**src/rtl/tw_serializer.sv**
```systemverilog
module tw_serializer #(
  parameter int DIV_W  = 8,
  parameter int BYTE_W = 8,
  parameter int GAP    = 3
) (
  input  logic             clk,
  input  logic             rst_n,
  input  logic [1:0]       cfg_mode,
  input  logic [DIV_W-1:0] clk_div,
  input  logic             wr_en,
  input  logic             wr_last,
  input  logic [7:0]       wr_data,
  output logic             ser_clk,
  output logic             ser_data,
  output logic             ser_en,
  output logic             busy,
  output logic             overrun
);
  localparam int SLOT  = BYTE_W + GAP;
  localparam int CNT_W = $clog2(SLOT + 1);
  localparam logic [CNT_W-1:0] LAST_BIT  = CNT_W'(BYTE_W - 1);
  localparam logic [CNT_W-1:0] LAST_SLOT = CNT_W'(SLOT - 1);

  logic              busy_q, phase_q, open_q, first_q, last_q, ovr_q;
  logic [DIV_W-1:0]  div_q;
  logic [CNT_W-1:0]  cnt_q;
  logic [BYTE_W-1:0] sh_q;

  wire on      = cfg_mode != 2'b00;
  wire accept  = on && wr_en && !busy_q;
  wire tick    = busy_q && (div_q == clk_div);
  wire in_data = busy_q && (cnt_q < CNT_W'(BYTE_W));

  always_ff @(posedge clk) begin
    if (!rst_n) begin
      busy_q  <= 1'b0;
      phase_q <= 1'b0;
      open_q  <= 1'b0;
      first_q <= 1'b0;
      last_q  <= 1'b0;
      ovr_q   <= 1'b0;
      div_q   <= '0;
      cnt_q   <= '0;
      sh_q    <= '0;
    end else if (!on) begin
      busy_q  <= 1'b0;
      phase_q <= 1'b0;
      open_q  <= 1'b0;
      ovr_q   <= 1'b0;
      div_q   <= '0;
      cnt_q   <= '0;
    end else begin
      ovr_q <= wr_en && busy_q;
      if (accept) begin
        busy_q  <= 1'b1;
        phase_q <= 1'b0;
        div_q   <= '0;
        cnt_q   <= '0;
        sh_q    <= BYTE_W'(wr_data);
        last_q  <= wr_last;
        first_q <= !open_q;
        open_q  <= 1'b1;
      end else if (busy_q) begin
        if (tick) begin
          div_q <= '0;
          if (!phase_q) begin
            phase_q <= 1'b1;
          end else begin
            phase_q <= 1'b0;
            if (cnt_q == LAST_SLOT) busy_q <= 1'b0;
            else                    cnt_q  <= cnt_q + 1'b1;
            if (in_data) sh_q <= {sh_q[BYTE_W-2:0], 1'b0};
            if (last_q && cnt_q == LAST_BIT) open_q <= 1'b0;
          end
        end else begin
          div_q <= div_q + 1'b1;
        end
      end
    end
  end

  always_comb begin
    case (cfg_mode)
      2'b01:   ser_en = open_q;
      2'b10:   ser_en = busy_q && first_q && cnt_q == '0;
      2'b11:   ser_en = busy_q && last_q && cnt_q == LAST_BIT;
      default: ser_en = 1'b0;
    endcase
  end

  assign ser_clk  = in_data && phase_q;
  assign ser_data = in_data && sh_q[BYTE_W-1];
  assign busy     = busy_q;
  assign overrun  = ovr_q;
endmodule

```
**config.mk**
```make
export PLATFORM = sky130hd
export DESIGN_NAME = tw_serializer
export DESIGN_NICKNAME = d
export VERILOG_FILES = /design/src/rtl/tw_serializer.sv
export SDC_FILE = /design/constraint.sdc
export NUM_CORES = 1
export LEC_CHECK = 0
export BUFFER_PORTS_ARGS = -buffer_cell sky130_fd_sc_hd__buf_4
export CAP_MARGIN = 5
export CORE_MARGIN = 2
export CORE_UTILIZATION = 45
export CTS_BUF_LIST = sky130_fd_sc_hd__clkbuf_8
export DETAILED_ROUTE_END_ITERATION = 10
export PLACE_DENSITY = 0.69
export SYNTH_ARGS = -nofsm -noshare
export SYNTH_HDL_FRONTEND = slang
export SYNTH_SLANG_ARGS = --single-unit
```
**constraint.sdc**
```tcl
create_clock -name clk -period 1.7 [get_ports clk]
set_clock_uncertainty 0.05 [all_clocks]
set_input_delay 0.085 -clock clk [delete_from_list [all_inputs] [get_ports clk]]
set_output_delay 0.085 -clock clk [all_outputs]
set_load 0.02 [all_outputs]
```
# Word level (Yosys, flattened, before mapping)
# Index checks and enable logic that the tools add are counted.
# classes
add_sub_neg	2
order_cmp	1
eq_ne	6
mux	18
bitwise_logic	3
n_reduce_logical	28
# op_table
operator	count
8-bit 2-to-1 mux	6
1-bit logical AND	12
2-bit nonzero test	6
1-bit 2-to-1 mux	11
8-bit by 1-bit adder with 8-bit output (second input constant)	1
8-bit equality test	1
4-bit AND reduction	2
2-bit AND reduction	3
5-bit AND reduction	1
4-bit by 1-bit adder with 4-bit output (second input constant)	1
2-bit equality test (second input constant)	2
4-bit by 3-bit equality test with 1-bit output (second input constant)	1
4-bit equality test (second input constant)	1
4-bit zero test	1
4-bit < comparator (second input constant)	1
1-bit inverter	3
1-bit one-hot mux with 3 select lines	1
3-bit OR reduction	1
2-bit by 1-bit equality test with 1-bit output (second input constant)	1
1-bit zero test	2
# word_totals
regBits	26
input_bits	22
out_inout_bits	5
wordCells	67

# Longest topological paths before layout
# Gate-level depths: netlist of the first run.
# depth
depth_word	7
ltp_mapped	7
ltp_nobuf	7

# Worst setup path before layout of the first run
# OpenSTA, ideal clock, no wires.
# synth_path
path_type	reg-to-reg
from	register busy_q (netlist: busy)
to	register sh_q[1]
setup_time_ns	0.132
arrival_ns	1.648
t_required_ns	1.518
setup_slack_ns	-0.130
path_stages_with_launch	6
n_path_buf	0
synth_period_minus_slack_ns	1.830
cell_sequence	dfxtp_1 -> nor2b_1 -> o21ai_0 -> nor4_4 -> mux2i_1 -> a21oi_1
# synth_via
elab_chain_len	4
word_cells_on_any_way	10
classes_between	mux (1); reduce/logical (9)
# synth_lines
item	line_no	source
start, declared	24	logic busy_q, phase_q, open_q, first_q, last_q, ovr_q;
start signal, assigned	36	busy_q <= 1'b0;
start signal, assigned	46	busy_q <= 1'b0;
start signal, assigned	55	busy_q <= 1'b1;
1-bit zero test	30	wire accept = on && wr_en && !busy_q;
1-bit logical AND	30	
2-bit nonzero test (no source line)	--	
5-bit AND reduction (no source line)	--	
end signal, assigned	59	sh_q <= BYTE_W'(wr_data);
end signal, assigned	72	if (in_data) sh_q <= {sh_q[BYTE_W-2:0], 1'b0};
end, declared	27	logic [BYTE_W-1:0] sh_q;
# Parallel ways exist; a longest one is shown, timed or not.
# A chain may end at the register's enable or synchronous reset.

# Worst setup path in the final report of the first run
# layout_path
from	register div_q[4]
to	register sh_q[6]
# layout_via
elab_chain_len	4
# layout_lines
item	line_no	source
start, declared	25	logic [DIV_W-1:0] div_q;
start signal, assigned	76	div_q <= div_q + 1'b1;
8-bit equality test	31	wire tick = busy_q && (div_q == clk_div);
1-bit logical AND	31	
2-bit nonzero test (no source line)	--	
5-bit AND reduction (no source line)	--	
# Every way passes these cells.

==> results.sh, run 1 <==
export IMPL_cts_hold_buf=0
export IMPL_synth_top_family_by_area="simple AND/OR/NAND/NOR gates"
export IMPL_relSlewSlack=0.755
export IMPL_synth_top_cell_area_share=0.390
export IMPL_holdPathStages=2
export IMPL_p_clk_frac=0.382
export IMPL_dr_first_iter_drc_count=52
export IMPL_min_to="overrun$_SDFF_PN0_"
export IMPL_ios=27
export IMPL_cp_data_required_time_ps=1810
export IMPL_holdCritStartpoint="wr_en"
export IMPL_first_pass_iters=4
export IMPL_yosys_warnings=0
export IMPL_synth_largest_area_cell="dfxtp_1"
export IMPL_synth_xor_area_frac=0.116
export IMPL_synth_cell_types=34
export IMPL_cts_max_level=1
export IMPL_clock_path_buffers=2
export IMPL_die_h_um=58.5
export IMPL_grt_ovfl_total=0
export IMPL_die_w_um=58.5
export IMPL_grt_pass1_vias=1137
export IMPL_insertion_delay_ps=270
export IMPL_tightest_slew_ps=367
export IMPL_initial_core_util=0.480
export IMPL_grt_setup_unrepaired="true"
export IMPL_p_leak_nw=0.756
export IMPL_dpl_hpwl_um=2230
export IMPL_cts_buffers=3
export IMPL_vias_per_cell=5.44
export IMPL_p_sw_mw=0.313
export IMPL_max_cap_violations=0
export IMPL_yosys_most_used_dff="dfxtp_1"
export IMPL_ys_async_sr_fraction=0
export IMPL_crit_start="div_q[4]$_SDFFE_PP0P_"
export IMPL_synthMuxAreaShare=0.0675
export IMPL_post_drt_wl_per_cell_um=14.6
export IMPL_reg2reg_slack_ps=-5
export IMPL_reg2regPathDepth=7
export IMPL_drcViolationCount=0
export IMPL_place_congestion=0.834
export IMPL_finalSetupViolations=1
export IMPL_final_nets=222
export IMPL_final_cell_mix="buf_4, dfxtp_1, nor2_1"
export IMPL_fin_ws_ps=-4.70
export IMPL_cts_tree="built"
export IMPL_num_vias=1229
export IMPL_syn_area_um2=1340
export IMPL_ant_nets=0
export IMPL_layout_drive_gt1_share=0.405
export IMPL_instances_no_fill=226
export IMPL_power_density_nw_per_um2=710
export IMPL_syn_to_final_growth_pct=43.5
export IMPL_cp_data_arrival_time_ps=1810
export IMPL_ys_seq_elements=26
export IMPL_fmax_mhz=587
export IMPL_wirelength_um=3310
export IMPL_endpoint_kind="register"
export IMPL_syn_nets=177
export IMPL_reg2reg_to="sh_q[6]$_SDFFE_PN0P_"
export IMPL_postSynthAreaPerCell_um2=8.84
export IMPL_finalHoldViolCount=0
export IMPL_coreArea_um2=2780
export IMPL_violations="setup timing"
export IMPL_synthTopCellsByArea="dfxtp_1, mux2i_1, xnor2_1"
export IMPL_die_area_um2=3420
export IMPL_critPathKind="reg -> reg"
export IMPL_clk_pin_slew_ps=90
export IMPL_min_path_type="in -> reg"
export IMPL_synth_enable_flop_cells=0
export IMPL_synth_compound_area_frac=0.137
export IMPL_cts_num_sinks=26
export IMPL_grt_pass1_wl_um=4950
export IMPL_cts_root_buffer="clkbuf_8"
export IMPL_fin_crit_ps=1700
export IMPL_yosys_area_share_simple=0.227
export IMPL_antenna_found_initial=0
export IMPL_portBuffers=26
export IMPL_fin_crit_sh=1.00
export IMPL_critPathMaxFanout=8
export IMPL_fin_area_um2=1920
export IMPL_slew_viol_final=0
export IMPL_p_comb_frac=0.145
export IMPL_final_common_cell="buf_4"
export IMPL_p_sw_frac=0.230
export IMPL_r2r_start="div_q[4]$_SDFFE_PP0P_"
export IMPL_grtUsageTotal=0.188
export IMPL_intPower_mw=1.05
export IMPL_ir_drop_mv=0.671
export IMPL_num_rows=19
export IMPL_place_inst=217
export IMPL_cp_start_kind="register"
export IMPL_antenna_cells=0
export IMPL_syn_instance_count=151
export IMPL_synth_seq_area_share=0.390
export IMPL_grt_max_degree=18
export IMPL_status="complete, but fails checks"
export IMPL_placed_cell_area_um2=1700
export IMPL_synth_adder_area_share=0.0375
export IMPL_seqPwrFrac=0.474
-- logic make-up (layout without fill, tap and decap cells) --
| logic type | count (synthesis) | in the layout |
|---|---|---|
| AO/OA/AOI/OAI | 31 | 31 |
| buffers and inverters | 9 | 53 |
| adder cells (fa/ha/maj) | 4 | 4 |
| flip-flops | 26 | 26 |
| AND/OR/NAND/NOR | 56 | 56 |
| multiplexers | 9 | 9 |
| XOR/XNOR | 16 | 16 |
-- layer usage --
metal  wire length [µm]  track usage  up-vias
li1                   -            -      623
met4                 46       0.0598        0
met1               1420        0.242      577
met5                  0            0        -
met2               1690        0.316       23
met3                148       0.0374        6
-- worst max path at each step --
stage / to / cells past startpoint / slack, ps
floorplan: sh_q[0]$_SDFFE_PN0P_ / 5 / -3
global placement: sh_q[6]$_SDFFE_PN0P_ / 6 / 30
detailed placement: sh_q[6]$_SDFFE_PN0P_ / 6 / -20
CTS: ser_en / 7 / 10
global route: sh_q[6]$_SDFFE_PN0P_ / 7 / -50
finish: sh_q[6]$_SDFFE_PN0P_ / 7 / -5
-- metrics by stage --
stage          worst slack [ps]  total power, mW  utilization  setup TNS [ps]  hold WS (ps)
2_1_floorplan             -2.57            0.750            -           -4.32           180
3_3_place_gp               31.9            0.824        0.610               0           292
3_5_place_dp              -15.4            0.829        0.610           -15.9           299
4_1_cts                    11.5             1.35        0.640               0          8.99
5_1_grt                   -48.6             1.41        0.689            -136          12.5
6_report                  -4.70             1.36        0.689           -4.70          13.2
-- state kept, by name (all words and copies together) (netlist names) --
register / flops
div_q: 8
sh_q: 8
cnt_q: 4
busy: 1
first_q: 1
last_q: 1
open_q: 1
overrun: 1
phase_q: 1
-- Yosys cell counts (all sizes together), types with 2 or more instances --
cell	count
o21ai	11
nand3b	2
xnor2	12
clkbuf	5
a21oi	12
nand2	12
ha	4
nand2b	3
nand4	4
xor2	4
nor3	3
mux2i	9
nor2	15
dfxtp	26
nand3	5
inv	4
nor2b	2
or2	2
nor4	2
and2	3
-- final cells by class --
| class | instances | area [µm²] |
|---|---|---|
| multi-input combinational | 116 | 905 |
| fill | 204 | 866 |
| sequential | 26 | 541 |
| timing repair buffer | 45 | 345 |
| clock buffer | 3 | 41.3 |
| tap | 31 | 38.8 |
| clock inverter | 1 | 30.0 |
| inverter | 4 | 15.0 |
-- worst max-delay path, cell delays in order (launching register included) --
cell and delay [ps]:
dfxtp_4 380, xnor2_4 160, nand2_2 100, buf_6 130, nor4_4 280, buf_6 200, mux2i_2 210, a21oi_1 90
-- power by group through the flow --
stage          Sequential (mW)  Combinational, mW  Clock [mW]
3_3_place_gp             0.659              0.165           0
6_report                 0.644              0.197       0.519
3_5_place_dp             0.660              0.169           0
2_1_floorplan            0.659             0.0913           0
4_1_cts                  0.646              0.173       0.527
5_1_grt                  0.647              0.214       0.546
-- timing repair --
item / 4_1_cts / 5_1_grt
buffers inserted: 0 / 5
pin swaps: 0 / 8
gates resized for setup: 2 / 20
endpoints found under the setup margin: 9 / 14
Note: power is estimated with default switching activity, not from simulation.
==> inputs of run 2 (changes only) <==
--- a/config.mk
+++ b/config.mk
@@ -5,13 +5,14 @@
 export SDC_FILE = /design/constraint.sdc
 export NUM_CORES = 1
 export LEC_CHECK = 0
+export ABC_AREA = 1
 export BUFFER_PORTS_ARGS = -buffer_cell sky130_fd_sc_hd__buf_4
 export CAP_MARGIN = 5
 export CORE_MARGIN = 2
 export CORE_UTILIZATION = 45
 export CTS_BUF_LIST = sky130_fd_sc_hd__clkbuf_8
 export DETAILED_ROUTE_END_ITERATION = 10
-export PLACE_DENSITY = 0.69
+export PLACE_DENSITY = 0.67
 export SYNTH_ARGS = -nofsm -noshare
 export SYNTH_HDL_FRONTEND = slang
 export SYNTH_SLANG_ARGS = --single-unit
==> results.sh, run 2 <==
export IMPL_dpl_hpwl_um=2980
export IMPL_synth_top_cell_area_share=0.313
export IMPL_p_comb_frac=0.166
export IMPL_portBuffers=26
export IMPL_synth_most_common_cell="nand2_1"
export IMPL_initial_core_util=0.461
export IMPL_p_sw_frac=0.249
export IMPL_grt_pass1_wl_um=6500
export IMPL_setup_tns_final_ps=0
export IMPL_synth_enable_flop_cells=0
export IMPL_clk_pin_slew_ps=90
export IMPL_insertion_delay_ps=270
export IMPL_dr_first_iter_drc_count=71
export IMPL_cts_buffers=3
export IMPL_endpoint_kind="output pin"
export IMPL_min_path_type="in -> reg"
export IMPL_num_rows=22
export IMPL_yosys_warnings=0
export IMPL_num_vias=1653
export IMPL_cts_repair_timing_setup_buffer_count=0
export IMPL_drcViolationCount=0
export IMPL_final_cell_mix="nand2_1, inv_1, buf_4"
export IMPL_cp_top_family="flip-flops"
export IMPL_pre_cts_slack_ps=172
export IMPL_synth_seq_area_share=0.313
export IMPL_max_cap_violations=0
export IMPL_antenna_cells=0
export IMPL_postSynthAreaPerCell_um2=6.39
export IMPL_path_common_cell="nand2_1"
export IMPL_place_congestion=0.838
export IMPL_relSlewSlack=0.752
export IMPL_coreArea_um2=3610
export IMPL_cp_start_kind="register"
export IMPL_ys_async_sr_fraction=0
export IMPL_antenna_found_initial=0
export IMPL_synthTopCellsByArea="dfxtp_1, nand2_1, inv_1"
export IMPL_ys_seq_elements=26
export IMPL_grtUsageTotal=0.193
export IMPL_cp_data_required_time_ps=1560
export IMPL_power_density_nw_per_um2=679
export IMPL_utilization=0.563
export IMPL_syn_nets=286
export IMPL_critPathKind="reg -> out"
export IMPL_p_clk_frac=0.372
export IMPL_cp_data_arrival_time_ps=1430
export IMPL_p_sw_mw=0.343
export IMPL_cp_num_buf_inv=2
export IMPL_fin_crit_ps=1560
export IMPL_post_drt_wl_per_cell_um=11.0
export IMPL_fmax_mhz=640
export IMPL_status="finished clean"
export IMPL_grt_pass1_vias=1544
export IMPL_crit_slowest_cell="dfxtp_4"
export IMPL_cts_num_sinks=26
export IMPL_finalHoldViolCount=0
export IMPL_fin_ws_ps=137
export IMPL_ios=27
export IMPL_seqPwrFrac=0.462
export IMPL_synth_largest_area_cell="dfxtp_1"
export IMPL_ir_drop_mv=0.443
export IMPL_slew_viol_final=0
export IMPL_tightest_slew_ps=370
export IMPL_p_leak_nw=0.905
export IMPL_finalSetupViolations=0
export IMPL_final_common_cell="nand2_1"
export IMPL_critPathMaxFanout=5
export IMPL_die_w_um=64.8
export IMPL_wirelength_um=3730
export IMPL_grt_setup_unrepaired="false"
export IMPL_syn_area_um2=1660
export IMPL_ant_nets=0
export IMPL_final_nets=319
export IMPL_die_area_um2=4190
export IMPL_crit_chain="ha_2, nand2_1, inv_1, nand3_2, nand2_1, nand4_1, o21ai_0, buf_4"
export IMPL_vias_per_cell=4.86
export IMPL_grt_max_degree=20
export IMPL_clock_path_buffers=2
export IMPL_cts_root_buffer="clkbuf_8"
export IMPL_syn_instance_count=260
export IMPL_fin_crit_sh=0.919
export IMPL_grt_ovfl_total=0
export IMPL_slowest_delay_ps=380
export IMPL_nFillCells=376
export IMPL_intPower_mw=1.04
export IMPL_syn_to_final_growth_pct=22.3
export IMPL_reg_top3="div_q: 8 flops, sh_q: 8 flops, cnt_q: 4 flops"
export IMPL_synth_cell_types=26
export IMPL_layout_drive_gt1_share=0.216
export IMPL_synthTopCellsByCount="nand2_1, inv_1, dfxtp_1, nor2_1, nand3_1"
export IMPL_cts_max_level=1
export IMPL_first_pass_iters=4
export IMPL_die_h_um=64.8
export IMPL_yosys_most_used_dff="dfxtp_1"
export IMPL_cts_tree="built"
## run 2: changes by cell type after synthesis, moves of 4 or more
cell / before / now
a21oi_1: 12 / 16
nand3_1: 5 / 22
inv_2: 0 / 4
nor2_1: 15 / 26
xnor2_1: 10 / 2
o21ai_0: 11 / 4
mux2i_1: 9 / 0
nor2_4: 0 / 4
inv_1: 4 / 33
nor3_2: 0 / 4
nand2_1: 12 / 84
nand4_1: 3 / 9
clkbuf_1: 5 / 0
## run 2: cell families after synthesis
logic type                 Yosys count  share of synthesized area
and+or+nand+nor                    160                      0.450
DFF                                 26                      0.313
adders and majority gates            4                     0.0301
xor gates and xnor gates             6                     0.0316
AOI/OAI and AO/OA                   23                     0.0723
buffers and inverters               41                      0.102
## run 2: timing repair
action                     4_1_cts  5_1_grt
setup endpoints to repair        0       12
hold endpoints to repair         1        0
gates resized for setup          0       12
hold buffers                     1        0
## run 2: path summary, 6_finish.rpt
path,start,end,slack (ps),cells after the start
setup / recovery,cnt_q[1]$_SDFFE_PP0P_,ser_en,140,8
hold reg to reg,open_q$_SDFFE_PN0P_,first_q$_SDFFE_PN0P_,430,1
hold / removal,wr_data[0],sh_q[0]$_SDFFE_PN0P_,10,3
setup reg to reg,busy$_SDFF_PN0_,div_q[1]$_SDFFE_PP0P_,160,8
## run 2: worst register-to-register path, delay by kind of cell (launching register included)
family                 cells  cell delay, ps
buffers and inverters      2             240
flip-flops                 1             340
AND/OR/NAND/NOR            5             690
AO/OA/AOI/OAI              1             120
## run 2: metrics by stage
stage          area [µm²]  hold WS (ps)  std cells  total power, mW
2_1_floorplan        1660           170        260            0.795
3_3_place_gp         1920           264        335            0.880
3_5_place_dp         1920           274        335            0.881
4_1_cts              2000          9.45        340             1.40
5_1_grt              2030          18.0        340             1.46
6_report             2030          12.8        340             1.38
## run 2: area by class of cell
type	instances	area [µm²]	share of cell area
multi-input combinational	193	987	0.486
sequential	26	532	0.262
timing repair buffer	32	243	0.119
inverter	37	139	0.0683
tap	48	60.1	0.0296
clock buffer	3	41.3	0.0203
clock inverter	1	30.0	0.0148
## run 2: layer usage
layer | vias to the layer above | track usage | wire length, µm
met1 | 733 | 0.251 | 1800
met4 | 0 | 0.0559 | 39
met5 | - | 0 | 0
li1 | 889 | - | -
met3 | 4 | 0.0208 | 124
met2 | 27 | 0.336 | 1760
## run 2: power groups by stage
stage          Sequential, mW  Clock (mW)  Combinational (mW)
2_1_floorplan           0.654           0               0.141
3_3_place_gp            0.652           0               0.228
3_5_place_dp            0.653           0               0.228
4_1_cts                 0.638       0.526               0.231
5_1_grt                 0.640       0.555               0.260
6_report                0.637       0.514               0.230
==> inputs of run 3 (changes only) <==
--- a/config.mk
+++ b/config.mk
@@ -8,11 +8,11 @@
 export ABC_AREA = 1
 export BUFFER_PORTS_ARGS = -buffer_cell sky130_fd_sc_hd__buf_4
 export CAP_MARGIN = 5
-export CORE_MARGIN = 2
 export CORE_UTILIZATION = 45
 export CTS_BUF_LIST = sky130_fd_sc_hd__clkbuf_8
 export DETAILED_ROUTE_END_ITERATION = 10
 export PLACE_DENSITY = 0.67
+export SETUP_SLACK_MARGIN = 0.3
 export SYNTH_ARGS = -nofsm -noshare
 export SYNTH_HDL_FRONTEND = slang
 export SYNTH_SLANG_ARGS = --single-unit
==> results.sh, run 3 (synthesized netlist as in run 2, its figures left out) <==
export IMPL_critPathKind="reg -> reg"
export IMPL_num_rows=21
export IMPL_fmax_mhz=665
export IMPL_grt_max_degree=20
export IMPL_seqPwrFrac=0.486
export IMPL_reg2regPathDepth=7
export IMPL_grt_ovfl_total=0
export IMPL_relSlewSlack=0.730
export IMPL_final_cell_mix="nand2_1, buf_4, inv_1"
export IMPL_cts_root_buffer="clkbuf_8"
export IMPL_coreArea_um2=3440
export IMPL_dr_first_iter_drc_count=100
export IMPL_intPower_mw=0.914
export IMPL_reg2reg_to="sh_q[7]$_SDFFE_PN0P_"
export IMPL_status="finished clean"
export IMPL_cts_max_level=1
export IMPL_p_sw_frac=0.304
export IMPL_die_area_um2=3940
export IMPL_cp_start_kind="register"
export IMPL_finalHoldViolCount=0
export IMPL_place_congestion=0.824
export IMPL_p_comb_frac=0.235
export IMPL_slew_viol_final=0
export IMPL_worstSetupEndpoint="sh_q[7]$_SDFFE_PN0P_"
export IMPL_grt_pass1_vias=1731
export IMPL_nFillCells=261
export IMPL_antenna_cells=0
export IMPL_whs_ps=14.3
export IMPL_dpl_hpwl_um=2800
export IMPL_cp_data_arrival_time_ps=1610
export IMPL_first_pass_iters=4
export IMPL_die_h_um=62.8
export IMPL_crit_start="busy$_SDFF_PN0_"
export IMPL_p_sw_mw=0.399
export IMPL_cts_tree="built"
export IMPL_max_cap_violations=0
export IMPL_drcViolationCount=0
export IMPL_grt_setup_unrepaired="true"
export IMPL_final_nets=352
export IMPL_finalSetupViolations=0
export IMPL_reg2reg_slack_ps=200
export IMPL_fin_crit_sh=0.885
export IMPL_cts_num_sinks=26
export IMPL_cp_data_required_time_ps=1810
export IMPL_ant_nets=0
export IMPL_clock_path_buffers=2
export IMPL_grt_pass1_wl_um=7580
export IMPL_r2r_start="busy$_SDFF_PN0_"
export IMPL_post_drt_wl_per_cell_um=12.8
export IMPL_min_path_type="in -> reg"
export IMPL_ios=27
export IMPL_p_clk_frac=0.279
export IMPL_vias_per_cell=5.03
export IMPL_syn_to_final_growth_pct=52.2
export IMPL_p_leak_nw=1.10
export IMPL_final_common_cell="nand2_1"
export IMPL_insertion_delay_ps=270
export IMPL_num_vias=1862
export IMPL_setup_tns_final_ps=0
export IMPL_layout_drive_gt1_share=0.481
export IMPL_critPathMaxFanout=6
export IMPL_tightest_slew_ps=403
export IMPL_clk_pin_slew_ps=100
export IMPL_antenna_found_initial=0
export IMPL_power_density_nw_per_um2=519
export IMPL_grtUsageTotal=0.237
export IMPL_portBuffers=26
export IMPL_die_w_um=62.8
export IMPL_ir_drop_mv=0.480
export IMPL_fin_crit_ps=1500
export IMPL_endpoint_kind="register"
export IMPL_wirelength_um=4720
export IMPL_initial_core_util=0.483
export IMPL_cts_buffers=3
export IMPL_reg_top3="div_q: 8 flops, sh_q: 8 flops, cnt_q: 4 flops"
[run 3: changes by cell type in the layout (fill, tap and decap cells not counted), moves of 9 or more]
cell     delta
buf_4      +27
nand2_1    -24
nand2_2    +17
nor2_1      -9
[run 3: worst min path at each step]
stage / from / endpoint / slack [ps] / cells after the start
floorplan: wr_last / last_q$_SDFFE_PN0P_ / 170 / 2
global placement: wr_last / last_q$_SDFFE_PN0P_ / 260 / 3
detailed placement: wr_last / last_q$_SDFFE_PN0P_ / 270 / 3
CTS: wr_data[0] / sh_q[0]$_SDFFE_PN0P_ / 20 / 3
global route: wr_data[0] / sh_q[0]$_SDFFE_PN0P_ / 20 / 3
finish: wr_data[0] / sh_q[0]$_SDFFE_PN0P_ / 10 / 3
[run 3: power by group through the flow]
stage                     clock (mW)  sequential, mW  combinational [mW]
after floorplan                    0           0.655               0.141
after global placement             0           0.661               0.211
after detailed placement           0           0.661               0.211
after CTS                      0.361           0.640               0.252
after global routing           0.397           0.640               0.339
final                          0.367           0.638               0.309
[run 3: final cells by class]
type,count,area (µm²),share of cell area
Multi-Input combinational cell,194,1240,0.490
Sequential cell,26,547,0.216
Timing Repair Buffer,64,502,0.198
Inverter,37,141,0.0559
Tap cell,46,57.6,0.0228
Clock buffer,3,41.3,0.0163
[run 3: metrics by stage]
step | setup slack [ps] | area [µm²] | instances | power [mW] | utilization
global route | 116 | 2530 | 370 | 1.38 | 0.735
finish | 195 | 2530 | 370 | 1.31 | 0.735
global placement | 83.9 | 1910 | 331 | 0.872 | 0.554
floorplan | 336 | 1660 | 260 | 0.796 | -
CTS | 232 | 2250 | 360 | 1.25 | 0.654
detailed placement | 46.0 | 1910 | 331 | 0.872 | 0.554
[run 3: worst max-delay path: stages, from the launching register on]
cell and delay (ps):
dfxtp_4 410, buf_6 110, nand4_1 160, nor2_4 200, buf_4 140, nand3_2 110, nand3_1 130, a21oi_2 70
[run 3: layer usage]
layer	vias up	GRT usage	routed length, µm
met2	30	0.420	2480
met4	0	0.0465	27
met1	868	0.301	2080
met3	4	0.0383	138
li1	960	-	-
met5	-	0	0
[run 3: repair_timing]
action | 4_1_cts | 5_1_grt
hold buffers | 1 | 0
gates cloned | 1 | 0
pin swaps | 21 | 35
endpoints found under the hold margin | 1 | 0
resized for setup | 42 | 57
endpoints found under the setup margin | 22 | 25
setup buffers | 24 | 10
